--- src/rtl/supsup_pkg.sv ---
package supsup_pkg;
  typedef enum logic [1:0] {
    MODE_RUN     = 2'd0,
    MODE_IDLE    = 2'd1,
    MODE_STANDBY = 2'd2,
    MODE_SLEEP   = 2'd3
  } pwrMode_t;

  // Configuration word, MSB first
  typedef struct packed {
    logic en1;
    logic en0;
    logic monSel;
    logic thrLow;
  } supCfg_t;

  localparam supCfg_t CFG_RESET = '{en1: 1'b1, en0: 1'b1, monSel: 1'b0, thrLow: 1'b0};

  // Strobes from control to datapath
  typedef struct packed {
    logic setRst;
    logic clrRst;
    logic setLvd;
    logic clrLvd;
    logic holdLoad;
  } supStrobe_t;
endpackage

--- src/rtl/supsup_ctrl.sv ---
module supsup_ctrl
  import supsup_pkg::*;
(
  input  logic       clk,
  input  logic       rstN,
  input  logic       belowRst,
  input  logic       belowLvd,
  input  logic [1:0] mode,
  input  logic       rdStb,
  input  logic       wrStb,
  input  logic [3:0] wrData,
  output supStrobe_t strb,
  output logic       thrLowSel,
  output logic       rstMonOn,
  output logic       lvdMonOn
);
  supCfg_t  cfgQ;
  pwrMode_t modeCur;
  logic     rstFault;
  logic     lvdFault;

  always_ff @(posedge clk or negedge rstN) begin
    if (!rstN)      cfgQ <= CFG_RESET;
    else if (wrStb) cfgQ <= supCfg_t'(wrData);
  end

  always_comb begin
    modeCur   = pwrMode_t'(mode);
    thrLowSel = cfgQ.thrLow;
    rstMonOn  = cfgQ.monSel ? cfgQ.en1 : cfgQ.en0;
    lvdMonOn  = (modeCur != MODE_SLEEP);
    rstFault  = rstMonOn && belowRst;
    lvdFault  = lvdMonOn && belowLvd;
    strb.setRst   = rstFault;
    strb.clrRst   = rdStb && !rstFault;
    strb.setLvd   = lvdFault;
    // in sleep the comparator is off, so a read always clears
    strb.clrLvd   = rdStb && !lvdFault;
    strb.holdLoad = rstFault;
  end
endmodule

--- src/rtl/supsup_dp.sv ---
module supsup_dp
  import supsup_pkg::*;
#(
  parameter int HOLD_TICKS = 50463
) (
  input  logic       clk,
  input  logic       rstN,
  input  supStrobe_t strb,
  output logic [1:0] rdData,
  output logic       rstOutN
);
  localparam int CNT_W = $clog2(HOLD_TICKS + 1);
  localparam logic [CNT_W-1:0] HOLD_VAL = CNT_W'(HOLD_TICKS);

  logic             rstFlag;
  logic             lvdFlag;
  logic [CNT_W-1:0] holdCnt;

  always_ff @(posedge clk or negedge rstN) begin
    if (!rstN) begin
      rstFlag <= 1'b0;
      lvdFlag <= 1'b0;
    end else begin
      rstFlag <= strb.setRst || (rstFlag && !strb.clrRst);
      lvdFlag <= strb.setLvd || (lvdFlag && !strb.clrLvd);
    end
  end

  always_ff @(posedge clk or negedge rstN) begin
    if (!rstN)                holdCnt <= '0;
    else if (strb.holdLoad)   holdCnt <= HOLD_VAL;
    else if (holdCnt != '0)   holdCnt <= holdCnt - CNT_W'(1);
  end

  assign rdData  = {lvdFlag, rstFlag};
  assign rstOutN = !(strb.holdLoad || (holdCnt != '0));
endmodule

--- src/rtl/supply_sup.sv ---
module supply_sup
  import supsup_pkg::*;
#(
  parameter int HOLD_TICKS = 50463
) (
  input  logic       clk,
  input  logic       rstN,
  input  logic       belowRst,
  input  logic       belowLvd,
  input  logic [1:0] mode,
  input  logic       rdStb,
  input  logic       wrStb,
  input  logic [3:0] wrData,
  output logic [1:0] rdData,
  output logic       rstOutN,
  output logic       thrLowSel,
  output logic       rstMonOn,
  output logic       lvdMonOn
);
  supStrobe_t strb;

  supsup_ctrl u_ctrl (
    .clk(clk), .rstN(rstN), .belowRst(belowRst), .belowLvd(belowLvd),
    .mode(mode), .rdStb(rdStb), .wrStb(wrStb), .wrData(wrData),
    .strb(strb), .thrLowSel(thrLowSel), .rstMonOn(rstMonOn), .lvdMonOn(lvdMonOn)
  );

  supsup_dp #(.HOLD_TICKS(HOLD_TICKS)) u_dp (
    .clk(clk), .rstN(rstN), .strb(strb), .rdData(rdData), .rstOutN(rstOutN)
  );
endmodule

--- config.mk ---
export PLATFORM = sky130hd
export DESIGN_NAME = supply_sup
export DESIGN_NICKNAME = d
export VERILOG_FILES = /design/src/rtl/supsup_pkg.sv /design/src/rtl/supsup_ctrl.sv /design/src/rtl/supsup_dp.sv /design/src/rtl/supply_sup.sv
export SDC_FILE = /design/constraint.sdc
export NUM_CORES = 1
export LEC_CHECK = 0
export ABC_CLOCK_PERIOD_IN_PS = 1900
export BUFFER_PORTS_ARGS = -buffer_cell sky130_fd_sc_hd__clkbuf_2
export CORE_ASPECT_RATIO = 1.5
export CORE_UTILIZATION = 49
export DETAILED_ROUTE_END_ITERATION = 10
export PLACE_DENSITY_LB_ADDON = 0.08
export SETUP_SLACK_MARGIN = 0.2
export SLEW_MARGIN = 10
export SYNTH_ARGS = -nofsm -noshare
export SYNTH_HDL_FRONTEND = slang
export SYNTH_SLANG_ARGS = --single-unit
--- constraint.sdc ---
create_clock -name clk -period 1.9 [get_ports clk]
set_input_delay 0.285 -clock clk [delete_from_list [all_inputs] [get_ports clk]]
set_output_delay 0.285 -clock clk [all_outputs]
set_load 0.05 [all_outputs]
# Yosys cells after proc, flatten, opt, wreduce, memory -nomap -nowiden
# Cells that the tools add are included.
# totals
regBits	22
inputBits	12
wordCells	28
output_inout_bits	6
# op_classes
reduce_logical	16
n_eq_ne	1
mux	3
addsub	1
# ops
operator	count
16-bit two-way mux	2
16-bit nonzero test	1
16-bit by 1-bit subtractor with 16-bit output, second input constant	1
1-bit logical AND	6
1-bit zero test	5
1-bit logical OR	3
2-bit inequality test, second input constant	1
2-bit nonzero test	1
1-bit two-way mux	1

# Logic depth before layout (Yosys ltp)
# depth
ltp_word	7
depth_mapped	6
mapped_depth_nobuf	6

# Modules after synthesis
# From an unflattened synthesis, not the netlist that was laid out.
# hier_totals
hier_cells	125
area_unflattened_um2	1246.2
# modules_own_cells
module	area_each_um2	seq_area_each_um2	instances	cells_each
supsup_dp	1023.5	450.4	1	108
supsup_ctrl	222.7	102.6	1	17

# Least setup slack after synthesis
# Ideal clock, no wire load.
# synth_timing
path_type	register -> output
start	register u_dp.holdCnt[0]
end	output port rstOutN
t_required_ns	1.615
arrival_time_ns	2.010
path_slack_ns	-0.395
path_buffers	0
path_stages_with_launch	6
cell_sequence	dfrtp_1 inv_1 ha_1 nor3b_1 nand4_1 nor2_1
# synth_via
elab_chain_cells	3
# synth_rtl
element	line_no	rtl
start: declaration	supsup_dp.sv:17	logic [CNT_W-1:0] holdCnt;
start signal: assignment	supsup_dp.sv:32	else if (holdCnt != '0) holdCnt <= holdCnt - CNT_W'(1);
16-bit nonzero test	supsup_dp.sv:36	assign rstOutN = !(strb.holdLoad || (holdCnt != '0));
1-bit logical OR	supsup_dp.sv:36	
1-bit zero test	supsup_dp.sv:36	
end: declaration	supply_sup.sv:15	output logic rstOutN,
# No other way between the ends.

# Worst setup path in the final report
# Ends and elaborated chain as after synthesis.

==> run metrics <==
Final setup viols=3; RD Place Congestion=0.7537; Core Footprint=2260 um2; gr usage total=23.49%; Relative slew margins=63.20%; Syn Area/Cell=9.968 um2; net switching fraction of the power=between 30% and 40%; synth cell count leaders=dfrtp_1 (20), nor2_1 (10), inv_1 (8), nand2_1 (8), o21ai_0 (8); TritonRoute pass-1 iters=4; FF-to-FF setup slack=0 ns; Hold Crit Class=in -> reg; TritonCTS Buffers=3; first-pass GRT wire length=4.857 mm; top_reg_cell synth=dfrtp_1; RSZ-0062 raised after global routing=true; I/O pin cnt=18; Post-synth EDFFs=0; Routed Antenna Nets=0; Die W=42.17 um; ANT cells=0; flops & latches, synth=22; final WL=3.039 mm; highest metal used=met4; CTS tree=done; register area share after synthesis=a little under half; Critical Path End Type=output port; initial antenna violation count=0; clk_lat worst skew=between 0.3 and 0.4 ns; Via density=5.763; crit path DAT=1.63 ns; via count=roughly 1,100; Fin. Hold Viols=0; Crit-path slowest cell=dfrtp_1; met2 routed WL=1.706 mm; fin util=76.25%; DP HPWL=1.934 mm; Tot Pwr=1.247 mW; GR Overflow Total=0; Rows=21; CP max FO=2; H-tree lvl count=1; WP buf/inv=2; minimum clock period=between 1.5 and 2 ns; Req. time, crit path=1.62 ns; share of the synthesized area in the top cell type=42.19%; yosys warns=0; wire length per cell=16.34 um; Final WS setup=-0.01648 ns; Area contributors post-synth=dfrtp_1 (42%), mux2_2 (4.7%), dfstp_2 (4.4%); Clock Power Share=a little over a fifth; Die H=62.26 um; Layout fillers=152; Yosys top cell by area=dfrtp_1; Mapped Nets=132; ys async rst share=between 90% and 100%; Die ar.=2626 um2; crit-path max cell delay=0.41 ns; final setup skew=approximately 0.0047 ns; WL met3=66 um; CTS root buffer=clkbuf_4; status=complete, but fails checks; Initial Util=52.49%; gate count of the mapped netlist=between 100 and 150; layout cell share with drive strength beyond 1=55.21%; switching pwr=406.4 uW; Slew @ Worst Pin=0.5520 ns; Fmax=between 0.5 and 0.6 GHz; Clock Path Buffers=2; P&R area growth vs syn=45.25%; ratio of final minimum period to clock period=100.9%; P_leak=0.7527 nW; Cell variety after synth=41; Reg power frac=between 40% and 50%; Buffers on Ports=17; CP top delay family=simple AND/OR/NAND/NOR gates; P_int=~840 uW; VDD IR max=0.0007720 V; Reg clk slew, reported paths=0.13 ns; worst path cell trace=inv_2 -> ha_4 -> nor3b_4 -> nand4_1 -> nor2_4 -> buf_8; nets=177; Max-cap violations=0; largest net degree at the start of global routing=23; Post-Synthesis Cell Area=1186 um2; clock sinks=22; PwrDens=723.7 nW/um2; Pins Over Slew Limit=0; WS Path Type=reg -> out; drc violations=0; logic gate share of total power=33.2%; Setup crit start kind=register; failing checks=negative setup slack; number of global-route vias before repair=~1,100; most common cell in the netlist=dfrtp_1; WL met1=1.198 mm; number of DRC markers after the initial detailed-route iteration=23
what timing repair did:
item / in CTS / in global routing
pin swaps: 8 / 11
hold endpoints to repair: 20 / 0
hold buffers: 1 / 0
gates cloned: 0 / 0
resized for setup: 15 / 21
setup endpoints to repair: 10 / 15
buffers inserted: 11 / 8
layout make-up:
cell class,instances,area (um2),area share (%)
Inverter,8,30.03,1.743
Clock buffer,4,36.28,2.106
Tap cell,23,28.78,1.670
Multi-Input combinational cell,84,739.5,42.92
Timing Repair Buffer,45,330.3,19.17
Sequential cell,22,558.0,32.39
flip-flops by register name, indices dropped and copies added (netlist names):
register	flops
u_ctrl.thrLowSel	1
u_dp.rstFlag	1
u_dp.lvdFlag	1
u_dp.holdCnt	16
u_ctrl.cfgQ	3
worst reg2reg max path: cells and delay by family, from the launching register on:
kind / cells / cell delay [ns]
AND/OR/NAND/NOR: 2 / 0.83
flip-flops: 1 / 0.42
buffers and inverters: 1 / 0.15
AO/OA/AOI/OAI: 2 / 0.38
per-layer routing:
metal  vias to the layer above  global-route usage [%]
li1                        522                       -
met1                       522                   27.83
met2                        20                   41.54
met3                         8                   2.326
met4                         0                   10.55
met5                         -                       0
path summary, 6_finish.rpt:
path / start / endpoint / cells after the start
hold / removal: rdStb / u_dp.rstFlag / 2
min in group asynchronous: rstN / u_dp.holdCnt[10] / 2
setup reg to reg: u_dp.holdCnt[1] / u_dp.holdCnt[15] / 5
setup / recovery: u_dp.holdCnt[0] / rstOutN / 6
max in group asynchronous: rstN / u_dp.holdCnt[9] / 2
hold reg to reg: u_dp.rstFlag / u_dp.rstFlag / 2
cell families after synthesis:
| kind of cell | synth area share, % |
|---|---|
| adders and majority gates | 1.055 |
| buffers and inverters | 4.746 |
| xor gates and xnor gates | 0.7385 |
| muxes | 6.434 |
| AOI/OAI and AO/OA | 15.61 |
| and+or+nand+nor | 24.79 |
| DFF | 46.62 |
stage by stage:
step	instances	cell area (um2)	worst slack, ns	setup TNS, ns	hold WS (ns)
after floorplan	119	1251	0.1462	0	-0.01059
after global placement	162	1399	0.1034	0	0.2954
after detailed placement	162	1399	0.05968	0	0.2944
after CTS	178	1578	-0.02987	-0.02987	0.1573
after global routing	186	1723	-0.09792	-0.2333	0.1806
final	186	1723	-0.01648	-0.01977	0.1570
power by group through the flow:
stage	logic (mW)	registers (mW)	clock network (mW)
5_1_grt	0.449	0.570	0.285
3_3_place_gp	0.278	0.573	0
3_5_place_dp	0.288	0.577	0
6_report	0.415	0.564	0.268
4_1_cts	0.329	0.562	0.272
2_1_floorplan	0.194	0.585	0
cell usage in the layout (no fill, tap or decap), drive strengths merged, types with 4 or more instances in the layout:
master / instances
buf: 28
dfrtp: 20
clkbuf: 20
mux2: 5
nand2: 8
nand4: 4
nor3: 6
nor4: 4
nor2: 10
a21oi: 4
inv: 8
o21ai: 10
(Power assumes the default switching activity.)
